[config.mk]
export PLATFORM = sky130hd
export DESIGN_NAME = mmap_top
export DESIGN_NICKNAME = d
export VERILOG_FILES = /design/src/rtl/mmap_pkg.sv /design/src/rtl/mmap_io_decode.sv /design/src/rtl/mmap_bank_regs.sv /design/src/rtl/mmap_addr_xlate.sv /design/src/rtl/mmap_readback.sv /design/src/rtl/mmap_top.sv
export SDC_FILE = /design/constraint.sdc
export NUM_CORES = 1
export LEC_CHECK = 0
export BUFFER_PORTS_ARGS = -buffer_cell sky130_fd_sc_hd__buf_4
export CORE_UTILIZATION = 30
export DETAILED_ROUTE_END_ITERATION = 8
export SYNTH_ARGS = -nofsm -noshare
export SYNTH_HDL_FRONTEND = slang
export SYNTH_HIERARCHICAL = 1
export SYNTH_SLANG_ARGS = --single-unit
export TNS_END_PERCENT = 20
[constraint.sdc]
create_clock -name clk -period 1.1 [get_ports clk]
set_input_delay 0.165 -clock clk [delete_from_list [all_inputs] [get_ports clk]]
set_output_delay 0.165 -clock clk [all_outputs]
set_load 0.005 [all_outputs]
[src/rtl/mmap_pkg.sv]
package mmap_pkg;

    localparam int CPU_AW      = 16;
    localparam int PAGE_OFS_W  = 14;
    localparam int PAGE_IDX_W  = CPU_AW - PAGE_OFS_W;
    localparam int PAGE_CNT    = 1 << PAGE_IDX_W;
    localparam int DATA_W      = 8;
    localparam int PORT_LSB_W  = PAGE_IDX_W;
    localparam logic [DATA_W-1:0] PORT_BASE = 8'hFC;

    typedef logic [PAGE_IDX_W-1:0] page_idx_t;

    typedef struct packed {
        logic      hit;
        logic      wr;
        logic      rd;
        page_idx_t page;
    } io_dec_t;

    function automatic logic [DATA_W-1:0] reset_bank(input int unsigned page);
        return DATA_W'(PAGE_CNT - 1 - page);
    endfunction

    function automatic logic [DATA_W-1:0] pad_ones(input logic [DATA_W-1:0] v,
                                                   input int unsigned used_w);
        logic [DATA_W-1:0] fill;
        fill = (used_w >= DATA_W) ? '0 : ({DATA_W{1'b1}} << used_w);
        return v | fill;
    endfunction

endpackage

[src/rtl/mmap_io_decode.sv]
module mmap_io_decode
    import mmap_pkg::*;
(
    input  logic                 clk,
    input  logic                 rst,
    input  logic [CPU_AW-1:0]    cpu_addr,
    input  logic                 iorq_n,
    input  logic                 rd_n,
    input  logic                 wr_n,
    output io_dec_t              dec,
    output logic [PAGE_CNT-1:0]  page_we
);

    logic port_hit;

    always_comb begin
        port_hit = (cpu_addr[DATA_W-1:PORT_LSB_W] == PORT_BASE[DATA_W-1:PORT_LSB_W]);
        dec.hit  = port_hit & ~iorq_n;
        dec.wr   = ~wr_n;
        dec.rd   = ~rd_n;
        dec.page = cpu_addr[PORT_LSB_W-1:0];
    end

    for (genvar p = 0; p < PAGE_CNT; p++) begin : g_we
        assign page_we[p] = dec.hit & dec.wr & (dec.page == page_idx_t'(p));
    end

    // a write never targets more than one page
    p_single_page_r2: assert property (@(posedge clk) disable iff (rst)
        $onehot0(page_we));

    // a write strobe needs both IORQ and WR active
    p_we_needs_strobes_r6: assert property (@(posedge clk) disable iff (rst)
        (|page_we) |-> (!iorq_n && !wr_n));

endmodule

[src/rtl/mmap_bank_regs.sv]
module mmap_bank_regs
    import mmap_pkg::*;
#(
    parameter int BANK_W = 8
) (
    input  logic                              clk,
    input  logic                              rst,
    input  logic [PAGE_CNT-1:0]               page_we,
    input  logic [DATA_W-1:0]                 wdata,
    output logic [PAGE_CNT-1:0][BANK_W-1:0]   bank_q
);

    for (genvar p = 0; p < PAGE_CNT; p++) begin : g_page
        localparam logic [DATA_W-1:0] RST_FULL = reset_bank(p);
        localparam logic [BANK_W-1:0] RST_VAL  = RST_FULL[BANK_W-1:0];

        always_ff @(posedge clk) begin
            if (rst)
                bank_q[p] <= RST_VAL;
            else if (page_we[p])
                bank_q[p] <= wdata[BANK_W-1:0];
        end

        // written value appears on the next cycle
        p_write_lands_r2: assert property (@(posedge clk) disable iff (rst)
            page_we[p] |=> (bank_q[p] == $past(wdata[BANK_W-1:0])));

        // without a write enable the page register holds
        p_hold_r6: assert property (@(posedge clk) disable iff (rst)
            !page_we[p] |=> $stable(bank_q[p]));
    end

endmodule

[src/rtl/mmap_addr_xlate.sv]
module mmap_addr_xlate
    import mmap_pkg::*;
#(
    parameter int BANK_W = 8,
    localparam int PHYS_W = BANK_W + PAGE_OFS_W
) (
    input  logic [CPU_AW-1:0]               cpu_addr,
    input  logic                            mreq_n,
    input  logic                            slot_en,
    input  logic [PAGE_CNT-1:0][BANK_W-1:0] bank_q,
    output logic [PHYS_W-1:0]               ram_addr,
    output logic                            ram_cs
);

    page_idx_t         page;
    logic [BANK_W-1:0] bank_sel;

    always_comb begin
        page     = cpu_addr[CPU_AW-1:PAGE_OFS_W];
        bank_sel = bank_q[page];
        ram_addr = {bank_sel, cpu_addr[PAGE_OFS_W-1:0]};
        ram_cs   = ~mreq_n & slot_en;
    end

endmodule

[src/rtl/mmap_readback.sv]
module mmap_readback
    import mmap_pkg::*;
#(
    parameter int BANK_W = 8
) (
    input  io_dec_t                         dec,
    input  logic [PAGE_CNT-1:0][BANK_W-1:0] bank_q,
    output logic [DATA_W-1:0]               rd_data,
    output logic                            rd_oe
);

    logic [DATA_W-1:0] raw;

    always_comb begin
        raw     = DATA_W'(bank_q[dec.page]);
        rd_data = pad_ones(raw, BANK_W);
        rd_oe   = dec.hit & dec.rd;
    end

endmodule

[src/rtl/mmap_top.sv]
module mmap_top
    import mmap_pkg::*;
#(
    parameter int BANK_W = 8,
    localparam int PHYS_W = BANK_W + PAGE_OFS_W
) (
    input  logic               clk,
    input  logic               rst,
    input  logic [15:0]        cpu_addr,
    input  logic [7:0]         cpu_din,
    input  logic               iorq_n,
    input  logic               mreq_n,
    input  logic               rd_n,
    input  logic               wr_n,
    input  logic               slot_en,
    output logic [PHYS_W-1:0]  ram_addr,
    output logic               ram_cs,
    output logic [7:0]         rd_data,
    output logic               rd_oe
);

    io_dec_t                         dec;
    logic [PAGE_CNT-1:0]             page_we;
    logic [PAGE_CNT-1:0][BANK_W-1:0] bank_q;

    mmap_io_decode u_dec (
        .clk      (clk),
        .rst      (rst),
        .cpu_addr (cpu_addr),
        .iorq_n   (iorq_n),
        .rd_n     (rd_n),
        .wr_n     (wr_n),
        .dec      (dec),
        .page_we  (page_we)
    );

    mmap_bank_regs #(.BANK_W(BANK_W)) u_regs (
        .clk     (clk),
        .rst     (rst),
        .page_we (page_we),
        .wdata   (cpu_din),
        .bank_q  (bank_q)
    );

    mmap_addr_xlate #(.BANK_W(BANK_W)) u_xlate (
        .cpu_addr (cpu_addr),
        .mreq_n   (mreq_n),
        .slot_en  (slot_en),
        .bank_q   (bank_q),
        .ram_addr (ram_addr),
        .ram_cs   (ram_cs)
    );

    mmap_readback #(.BANK_W(BANK_W)) u_rb (
        .dec     (dec),
        .bank_q  (bank_q),
        .rd_data (rd_data),
        .rd_oe   (rd_oe)
    );

    // bank field of the physical address follows the page register
    p_bank_field_r3: assert property (@(posedge clk) disable iff (rst)
        ram_addr[PHYS_W-1:PAGE_OFS_W] == bank_q[cpu_addr[15:14]]);

    // readback returns the register chosen by the port offset
    p_readback_match_r7: assert property (@(posedge clk) disable iff (rst)
        rd_oe |-> (rd_data[BANK_W-1:0] == bank_q[cpu_addr[1:0]]));

    // chip select only on a qualified memory cycle
    p_cs_qualified_r8: assert property (@(posedge clk) disable iff (rst)
        ram_cs |-> (!mreq_n && slot_en));

endmodule

Yosys cells after proc, flatten, opt, wreduce, memory -nomap -nowiden
Index checks and enable logic that the tools add are counted.

word-level totals
  register bits = 32
  input bits = 31
  output and inout port bits = 32
  logic and storage cells = 27

operators by class
  magnitude comparators = 2
  eq/ne operators = 4
  muxes and demuxes = 4
  bitwise operators = 12
  reductions and logical operators = 1

operators by type and width
  cell                number
  $bmux 8 s2          2
  $mux 8              2
  $and 1x1->1         8
  $eq 6x6->1 const B  1
  $lt 2x3->1 const B  2
  $eq 2x2->1 const B  2
  $not 1->1           4
  $eq 2x1->1 const B  1
  $logic_not 2->1     1

Depth between registers and ports, before layout
Gate-level depths: netlist of the first run.

  word-level depth = 4
  depth in mapped cells = 5
  depth with buffers taken out = 4

Modules after synthesis
Netlist of the first run, hierarchy kept.

by module, submodules not included
  module           instances  cells each  area an instance (µm²)  sequential area each (µm²)
  mmap_bank_regs   1          103         1137.3                  640.6
  mmap_addr_xlate  1          25          307.8                   0.0
  mmap_readback    1          11          202.7                   0.0
  mmap_io_decode   1          14          118.9                   0.0

Worst setup path after synthesis of the first run
OpenSTA, ideal clock, no wires.

  path type = input port to flip-flop
  start = in iorq_n
  end = reg u_regs/bank_q[16] (netlist bit)
  arrival = 1054 ps
  slack = -74 ps
  stages = 5
  buffers on the path = 1
  cells stage by stage = nand4b_4 nor4b_2 buf_4 nor2b_1 a211o_1

on the way
  cells in the longest elaborated chain, start to end = 4

RTL lines
  item                            line                  text
  start: declaration              mmap_top.sv:11        input logic iorq_n,
  $not 1->1                       mmap_io_decode.sv:18  dec.hit = port_hit & ~iorq_n;
  $and 1x1->1                     mmap_io_decode.sv:18
  $and 1x1->1 (2 in series)       mmap_io_decode.sv:25  assign page_we[p] = dec.hit & dec.wr & (dec.page == page_idx_t'(p));
  net page_we[2]                  mmap_top.sv:23        logic [PAGE_CNT-1:0] page_we;
  end signal: indexed assignment  mmap_bank_regs.sv:21  bank_q[p] <= wdata[BANK_W-1:0];
  end: declaration                mmap_bank_regs.sv:10  output logic [PAGE_CNT-1:0][BANK_W-1:0] bank_q

The timed path passes the listed nets, and every way through them passes these cells.
A chain may end at the register's enable or synchronous reset.

Worst setup path after layout of the first run
  start = reg u_regs/bank_q[27] (netlist bit)
  end = out rd_data[3]

on the way
  cells in the longest elaborated chain, start to end = 2

RTL lines
  item                          line                 text
  $bmux 8 s2                    mmap_readback.sv:15  raw = DATA_W'(bank_q[dec.page]);
  $mux 8 (not written as such)  mmap_readback.sv:15
  end: declaration              mmap_top.sv:18       output logic [7:0] rd_data,

Every way passes these cells. The select of a mux whose other input is x is not followed.

==> impl_metrics.py, run 1 <==
metrics = {
    "status": {
        "run_status": "complete, but fails checks",
        "violations": "negative setup slack",
    },
    "power": {
        "switchingPower_uw": 557,
        "p_clk_share_pct": 39.6,
        "p_per_area_nw_per_um2": 1010,
        "swShare_pct": 23.6,
        "vdd_drop_max_v": 0.000425,
        "p_comb_share_pct": 11.3,
        "internal_power_uw": 1800,
        "p_leak_uw": 0.000906,
        "seq_power_share_pct": 49.1,
    },
    "timing": {
        "finalCriticalPeriod_ps": 1400,
        "fin_skew_ps": 0,
        "rsz0062_at_grt": "yes",
        "max_freq_ghz": 0.716,
        "hold_violations": 0,
        "slew_headroom_pct": 77.1,
        "setup_viol": 16,
        "min_period_over_period_pct": 127,
        "timing.hold.ws_ps": 126,
        "maxSlewViolCount": 0,
        "worst_slack_ps": -297,
        "tightest_slew_ps": 343,
    },
    "floorplanning": {
        "die_h_microns": 78.7,
        "ios": 63,
        "rows": 27,
        "die_w_microns": 78.7,
        "core_sq_um": 5570,
        "die_area_sq_um": 6190,
        "start_util_pct": 31.6,
    },
    "synthesis": {
        "synthesis.nets": 183,
        "syn_area_sq_um": 1760,
        "syn_inst": 152,
        "yosysWarnings": 6,
        "synth.avg_cell_area_sq_um": 11.6,
    },
    "drt": {
        "drtIter0Drc": 44,
        "detail_route.wl_per_cell_microns": 14.7,
        "viasPerCell": 4.80,
        "drtPass1Iterations": 4,
        "ant_nets": 0,
        "num_vias": 1281,
        "drt_wl_total_microns": 3940,
        "drc": 0,
    },
    "global_routing": {
        "grt_pass1_vias": 1293,
        "grt_use_total_pct": 14.3,
        "gr-total-overflow": 0,
        "grt_pass1_wl_microns": 6560,
        "antenna_found_initial": 0,
        "grt_max_degree": 33,
    },
    "layout": {
        "largest_reg_flops": 32,
        "reg_top3": "u_regs/bank_q x32",
        "top_register": "u_regs/bank_q",
        "drive_gt1_share_pct": 53.8,
        "fin_util_pct": 42.0,
        "fin_nets": 225,
        "antenna_cells": 0,
        "stdcell_count": 267,
        "area_growth_pct": 32.6,
    },
    "clocking": {
        "clkTransAtPathRegs_ps": 70,
        "clockRootBuffer": "clkbuf_8",
        "htreeDepth": 2,
        "numCtsBuffers": 5,
        "cts_sinks": 32,
        "cts_tree": "done",
        "clock_latency_ps": 280,
        "cts_buffer_depth": 2,
    },
    "run": {
        "drv_cap": 0,
    },
    "place": {
        "dpl.cell_count": 259,
        "io_buffers": 50,
        "dp_hpwl_microns": 2750,
        "routabilityCongestion": 0.690,
    },
    "critical_path": {
        "cp-end-kind": "output port",
        "path_class": "flop to output port",
        "cp-start-kind": "flop",
        "crit_fanout": 3,
        "cp.arrival_ps": 1230,
        "crit_required_ps": 940,
    },
    "hold_path": {
        "hold_class": "primary input to flop",
    },
}
through the flow:
step                setup TNS [ps]  area, sq um  worst slack [ps]  power (uW)
finish                       -4520         2340              -297        2360
global route                 -5570         2340              -335        2470
CTS                          -4760         2300              -311        2400
global placement            -11160         2130              -318        1440
floorplan                     -789         1760             -74.3        1330
detailed placement          -11130         2130              -327        1440
critical path, cell delays in order, from the launching register on:
cell	delay, ps
dfxtp_2	330
mux4_2	490
buf_6	130
per-layer routing:
metal  routed length [microns]  track usage, %  share of wire (%)
met1                      1830            18.3                 46
met2                      1880            22.3                 48
met3                       189            5.35                4.8
met4                        34            4.44               0.86
met5                         0               0                  0
cell type report:
class	count	area (sq um)
fill	554	3240
sequential	32	656
tap	72	90.1
inverter	2	7.51
clock buffer	6	82.6
multi-input combinational	91	948
clock inverter	2	10.0
timing repair buffer	62	544
repair_timing:
item,in CTS,in global routing
hold endpoints to repair,0,0
hold buffers,0,0
setup buffers,0,0
setup endpoints to repair,22,48
pin swaps,0,3
resized for setup,28,9
power by group through the flow:
stage	sequential, uW	combinational (uW)	clock (uW)
after global placement	1190	255	0
final	1160	268	934
after floorplan	1190	145	0
after detailed placement	1190	257	0
after CTS	1160	265	974
after global routing	1160	289	1020
final timing paths:
path / slack [ps] / to / startpoint / depth (start not counted)
min reg2reg: 500 / u_regs/bank_q[26] / u_regs/bank_q[26] / 2
max reg2reg: 300 / u_regs/bank_q[9] / u_regs/bank_q[9] / 2
max: -300 / rd_data[3] / u_regs/bank_q[27] / 2
min: 130 / u_regs/bank_q[9] / cpu_din[1] / 2
placed cells by master (no fill, tap or decap), drive strengths merged:
cell type   n
nand4b      2
dfxtp      32
clkbuf      6
clkinv      2
nor4        2
mux4       16
nor3        1
buf        62
nand3       1
and2        1
mux2i      28
nor4b       1
a211o       4
inv         2
nor2       29
nor2b       5
nand2       1
Note: power is estimated with default switching activity, not from simulation.
==> run 2: changes to the inputs <==
Settings changed: CORE_ASPECT_RATIO set to 1.2.
==> run 2 against run 1 <==
Compared with the run above: critical endpoint is now ram_addr[17]; non-clock buffer count is 2 higher; global-route usage down 1.2 points; largest power group unchanged; die area hardly changed; the flow still finishes with violations (negative setup slack); clock power up 16%; largest cell class unchanged.
==> impl_metrics.py, run 2 (same netlist as run 1, synthesis figures left out) <==
metrics = {
    "status": {
        "run_status": "complete, but fails checks",
        "violations": "negative setup slack",
    },
    "critical_path": {
        "cp_slowest_cell": "mux4_2",
        "crit_buf_inv": 1,
        "r2r-end": "u_regs/bank_q[16]",
        "cp-end-kind": "output port",
        "path_class": "flop to output port",
        "crit_required_ps": 940,
        "cp.arrival_ps": 1220,
        "max_stage_delay_ps": 480,
        "r2r-start": "u_regs/bank_q[16]",
        "crit_chain": "mux4_2 -> buf_6",
        "path_delay_family": "multiplexers",
        "reg2regPathDepth": 2,
        "crit_fanout": 3,
        "reg2reg_setup_slack_ps": 330,
        "cp-start-kind": "flop",
    },
    "drt": {
        "ant_nets": 0,
        "drc": 0,
        "num_vias": 1266,
        "viasPerCell": 4.57,
        "drtIter0Drc": 56,
        "drt_wl_total_microns": 3750,
        "drtPass1Iterations": 4,
        "detail_route.wl_per_cell_microns": 13.5,
    },
    "layout": {
        "final_cell_area_sq_um": 2380,
        "largest_reg_flops": 32,
        "antenna_cells": 0,
        "reg_top3": "u_regs/bank_q x32",
        "area_growth_pct": 35.0,
        "final_common_cell": "buf_4",
        "drive_gt1_share_pct": 52.8,
        "top_register": "u_regs/bank_q",
        "fill_cells": 558,
        "final_cell_mix": "42 x buf_4, 28 x mux2i_1, 28 x nor2_1",
        "fin_nets": 227,
    },
    "hold_path": {
        "worstHoldStart": "cpu_din[0]",
        "holdPathStages": 2,
        "hold_class": "primary input to flop",
        "min_to": "u_regs/bank_q[0]",
    },
    "global_routing": {
        "grt_pass1_wl_microns": 6020,
        "grt_use_total_pct": 13.1,
        "antenna_found_initial": 0,
        "gr-total-overflow": 0,
        "grt_max_degree": 33,
        "grt_pass1_vias": 1197,
    },
    "clocking": {
        "htreeDepth": 2,
        "clock_latency_ps": 270,
        "numCtsBuffers": 5,
        "cts_tree": "done",
        "postCtsSetupBuffers": 0,
        "cts_sinks": 32,
        "clockRootBuffer": "clkbuf_8",
        "clkTransAtPathRegs_ps": 70,
        "ctsHoldBuffers": 0,
        "cts_buffer_depth": 2,
    },
    "floorplanning": {
        "die_h_microns": 86.0,
        "core_sq_um": 5670,
        "die_area_sq_um": 6190,
        "rows": 30,
        "start_util_pct": 31.1,
        "ios": 63,
        "die_w_microns": 72.0,
    },
    "place": {
        "place_ws_ps": -286,
        "routabilityCongestion": 0.757,
        "io_buffers": 50,
        "dp_hpwl_microns": 2690,
        "dpl_cell_area_sq_um": 2180,
    },
    "timing": {
        "tightest_slew_ps": 350,
        "min_period_over_period_pct": 126,
        "setup_viol": 16,
        "timing.hold.ws_ps": 131,
        "slew_headroom_pct": 76.6,
        "rsz0062_at_grt": "yes",
        "fin_tns_setup_ps": -4310,
        "max_freq_ghz": 0.724,
        "hold_violations": 0,
        "worst_slack_ps": -281,
        "fin_skew_ps": 0,
        "finalCriticalPeriod_ps": 1380,
        "maxSlewViolCount": 0,
    },
    "run": {
        "drv_cap": 0,
    },
    "power": {
        "p_per_area_nw_per_um2": 1060,
        "p_leak_uw": 0.000912,
        "vdd_drop_max_v": 0.000670,
    },
}
run 2: cell types whose count changed in the layout (fill, tap and decap cells not counted), sizes merged:
cell / delta
clkinv: -1
buf: +2
bufinv: +1
run 2: worst max-delay path by stage:
stage	start	endpoint	slack, ps	cells after the start
after detailed placement	iorq_n	u_regs/bank_q[16]	-290	6
after global routing	u_regs/bank_q[27]	rd_data[3]	-320	2
after floorplan	iorq_n	u_regs/bank_q[16]	-70	5
after global placement	iorq_n	u_regs/bank_q[16]	-260	6
after CTS	u_regs/bank_q[24]	rd_data[0]	-290	2
final	u_regs/bank_q[27]	ram_addr[17]	-280	2
run 2: layout make-up:
cell class	instances	area, sq um	share of cell area, %
Timing Repair Buffer	64	581	24.4
Clock buffer	6	72.6	3.05
Clock inverter	2	35.0	1.47
Tap cell	80	100	4.21
Multi-Input combinational cell	91	931	39.1
Inverter	2	7.51	0.315
Sequential cell	32	653	27.4
run 2: stage by stage:
stage | cells | total power [uW] | util (%)
global placement | 269 | 1470 | 38.4
floorplan | 152 | 1330 | -
CTS | 277 | 2570 | 41.7
global route | 277 | 2640 | 42.0
detailed placement | 269 | 1470 | 38.4
finish | 277 | 2530 | 42.0
run 2: per-layer routing:
metal,wire length (microns),global-route usage (%),up-vias,part of all wire (%)
met5,0,0,-,0
met4,33,6.60,0,0.88
li1,-,-,615,-
met3,261,3.17,4,7.0
met1,1700,17.6,593,45
met2,1750,19.7,54,47
run 2: timing repair:
action	4_1_cts	5_1_grt
pin swaps	0	3
endpoints found under the setup margin	17	49
resized for setup	27	5
run 2: where the power goes:
group	internal (uW)	total [uW]	switching [uW]
Sequential	1160	1160	0.562
Clock	671	1080	413
Combinational	165	287	122
==> run 3: changes to the inputs <==
Settings changed: SKIP_LAST_GASP set to 1.
==> run 3 against run 2 <==
Compared with the run above: the run still ends with negative setup slack left; total power shrank 0.33%; combinational power is 2% lower; cell area down 1.9%; clock skew stayed put; wire length up 0.21%; final cell count unchanged; largest power group unchanged; highest routed layer unchanged.
==> impl_metrics.py, run 3 (same netlist as run 1, synthesis figures left out) <==
metrics = {
    "drt": {
        "drt_wl_total_microns": 3750,
        "wl_met3_microns": 255,
        "dr_wl_met2_microns": 1780,
        "highest_layer": "met4",
        "drt-met1-wl_microns": 1700,
        "drtIter0Drc": 54,
        "drtPass1Iterations": 4,
        "num_vias": 1265,
        "viasPerCell": 4.57,
        "detail_route.wl_per_cell_microns": 13.5,
        "drc": 0,
        "ant_nets": 0,
    },
    "power": {
        "p_per_area_nw_per_um2": 1080,
        "p_leak_uw": 0.000901,
        "vdd_drop_max_v": 0.000667,
    },
    "place": {
        "dp_hpwl_microns": 2690,
        "io_buffers": 50,
        "place_ws_ps": -286,
        "routabilityCongestion": 0.757,
    },
    "critical_path": {
        "crit_fanout": 3,
        "cp.arrival_ps": 1220,
        "path_class": "flop to output port",
        "crit_required_ps": 940,
        "startpoint": "u_regs/bank_q[27]",
        "cp-start-kind": "flop",
        "crit_chain": "mux4_2 -> buf_6",
        "cp_slowest_cell": "mux4_2",
        "r2r-start": "u_regs/bank_q[16]",
        "max_stage_delay_ps": 480,
        "cp-end-kind": "output port",
    },
    "layout": {
        "drive_gt1_share_pct": 50.3,
        "multi_input_area_sq_um": 923,
        "reg_top3": "u_regs/bank_q x32",
        "fin_nets": 227,
        "largest_reg_flops": 32,
        "final_cell_mix": "51 x buf_4, 29 x nor2_1, 28 x mux2i_1",
        "antenna_cells": 0,
        "ff_latch_area_sq_um": 649,
        "final_common_cell": "buf_4",
        "area_growth_pct": 32.4,
        "fill_cells": 565,
        "top_register": "u_regs/bank_q",
    },
    "timing": {
        "fin_tns_setup_ps": -4320,
        "fin_skew_ps": 0,
        "finalCriticalPeriod_ps": 1380,
        "max_freq_ghz": 0.723,
        "setup_viol": 16,
        "slew_headroom_pct": 76.3,
        "maxSlewViolCount": 0,
        "worst_slack_ps": -284,
        "tightest_slew_ps": 356,
        "min_period_over_period_pct": 126,
        "rsz0062_at_grt": "yes",
        "hold_violations": 0,
    },
    "floorplanning": {
        "die_h_microns": 86.0,
        "core_sq_um": 5670,
        "ios": 63,
        "start_util_pct": 31.1,
        "die_area_sq_um": 6190,
        "die_w_microns": 72.0,
        "rows": 30,
    },
    "clocking": {
        "htreeDepth": 2,
        "ctsHoldBuffers": 0,
        "clockRootBuffer": "clkbuf_8",
        "cts_tree": "done",
        "clkTransAtPathRegs_ps": 70,
        "cts_buffer_depth": 2,
        "cts_sinks": 32,
        "clock_latency_ps": 270,
        "numCtsBuffers": 5,
    },
    "status": {
        "run_status": "complete, but fails checks",
        "violations": "negative setup slack",
    },
    "global_routing": {
        "grt_pass1_vias": 1185,
        "gr-total-overflow": 0,
        "grt_max_degree": 33,
        "grt_pass1_wl_microns": 6000,
        "grt_use_total_pct": 13.1,
        "antenna_found_initial": 0,
    },
    "hold_path": {
        "hold_class": "primary input to flop",
        "worstHoldStart": "cpu_din[0]",
    },
    "run": {
        "drv_cap": 0,
    },
}
-- run 3: changes by cell type in the layout (fill, tap and decap cells not counted) --
cell and delta:
nor2_2 -1, nor3_2 -1, dfxtp_1 +3, nor2_1 +1
buf_4 +9, buf_6 -9, dfxtp_2 -3, nor3_1 +1
-- run 3: cell type report --
| class | count | area share, % |
|---|---|---|
| multi-input combinational | 91 | 39.5 |
| clock inverter | 2 | 1.50 |
| timing repair buffer | 64 | 23.4 |
| inverter | 2 | 0.322 |
| clock buffer | 6 | 3.11 |
| sequential | 32 | 27.8 |
| tap | 80 | 4.29 |
-- run 3: layer usage --
layer	vias to the layer above	global-route usage, %
met5	-	0
met4	0	6.24
met3	2	3.17
met2	52	19.7
met1	595	17.6
li1	616	-
-- run 3: where the power goes --
group | internal, uW | switching [uW]
clock network | 671 | 411
registers | 1160 | 0.559
logic | 159 | 120
total | 1990 | 532
-- run 3: per-stage QoR --
step | total power [uW] | std cells | cell area (sq um) | utilization [%] | hold WS [ps]
after global placement | 1470 | 269 | 2180 | 38.4 | 330
after floorplan | 1330 | 152 | 1760 | - | 264
final | 2520 | 277 | 2330 | 41.2 | 131
after global routing | 2640 | 277 | 2330 | 41.2 | 131
after detailed placement | 1470 | 269 | 2180 | 38.4 | 330
after CTS | 2560 | 277 | 2310 | 40.8 | 120
-- run 3: critical path: cells and delay by family, from the launching register on --
family	cells	cell delay [ps]
mux	1	480
flops	1	330
buf+inv	1	130
-- run 3: final timing paths --
check | end | slack, ps | cells after the start
max reg2reg | u_regs/bank_q[16] | 330 | 2
max | rd_data[3] | -280 | 2
min | u_regs/bank_q[0] | 130 | 2
min reg2reg | u_regs/bank_q[26] | 490 | 2
-- run 3: timing repair --
action                                  4_1_cts  5_1_grt
buffers inserted                              0        0
endpoints found under the setup margin       17       48
resized for setup                            11        7
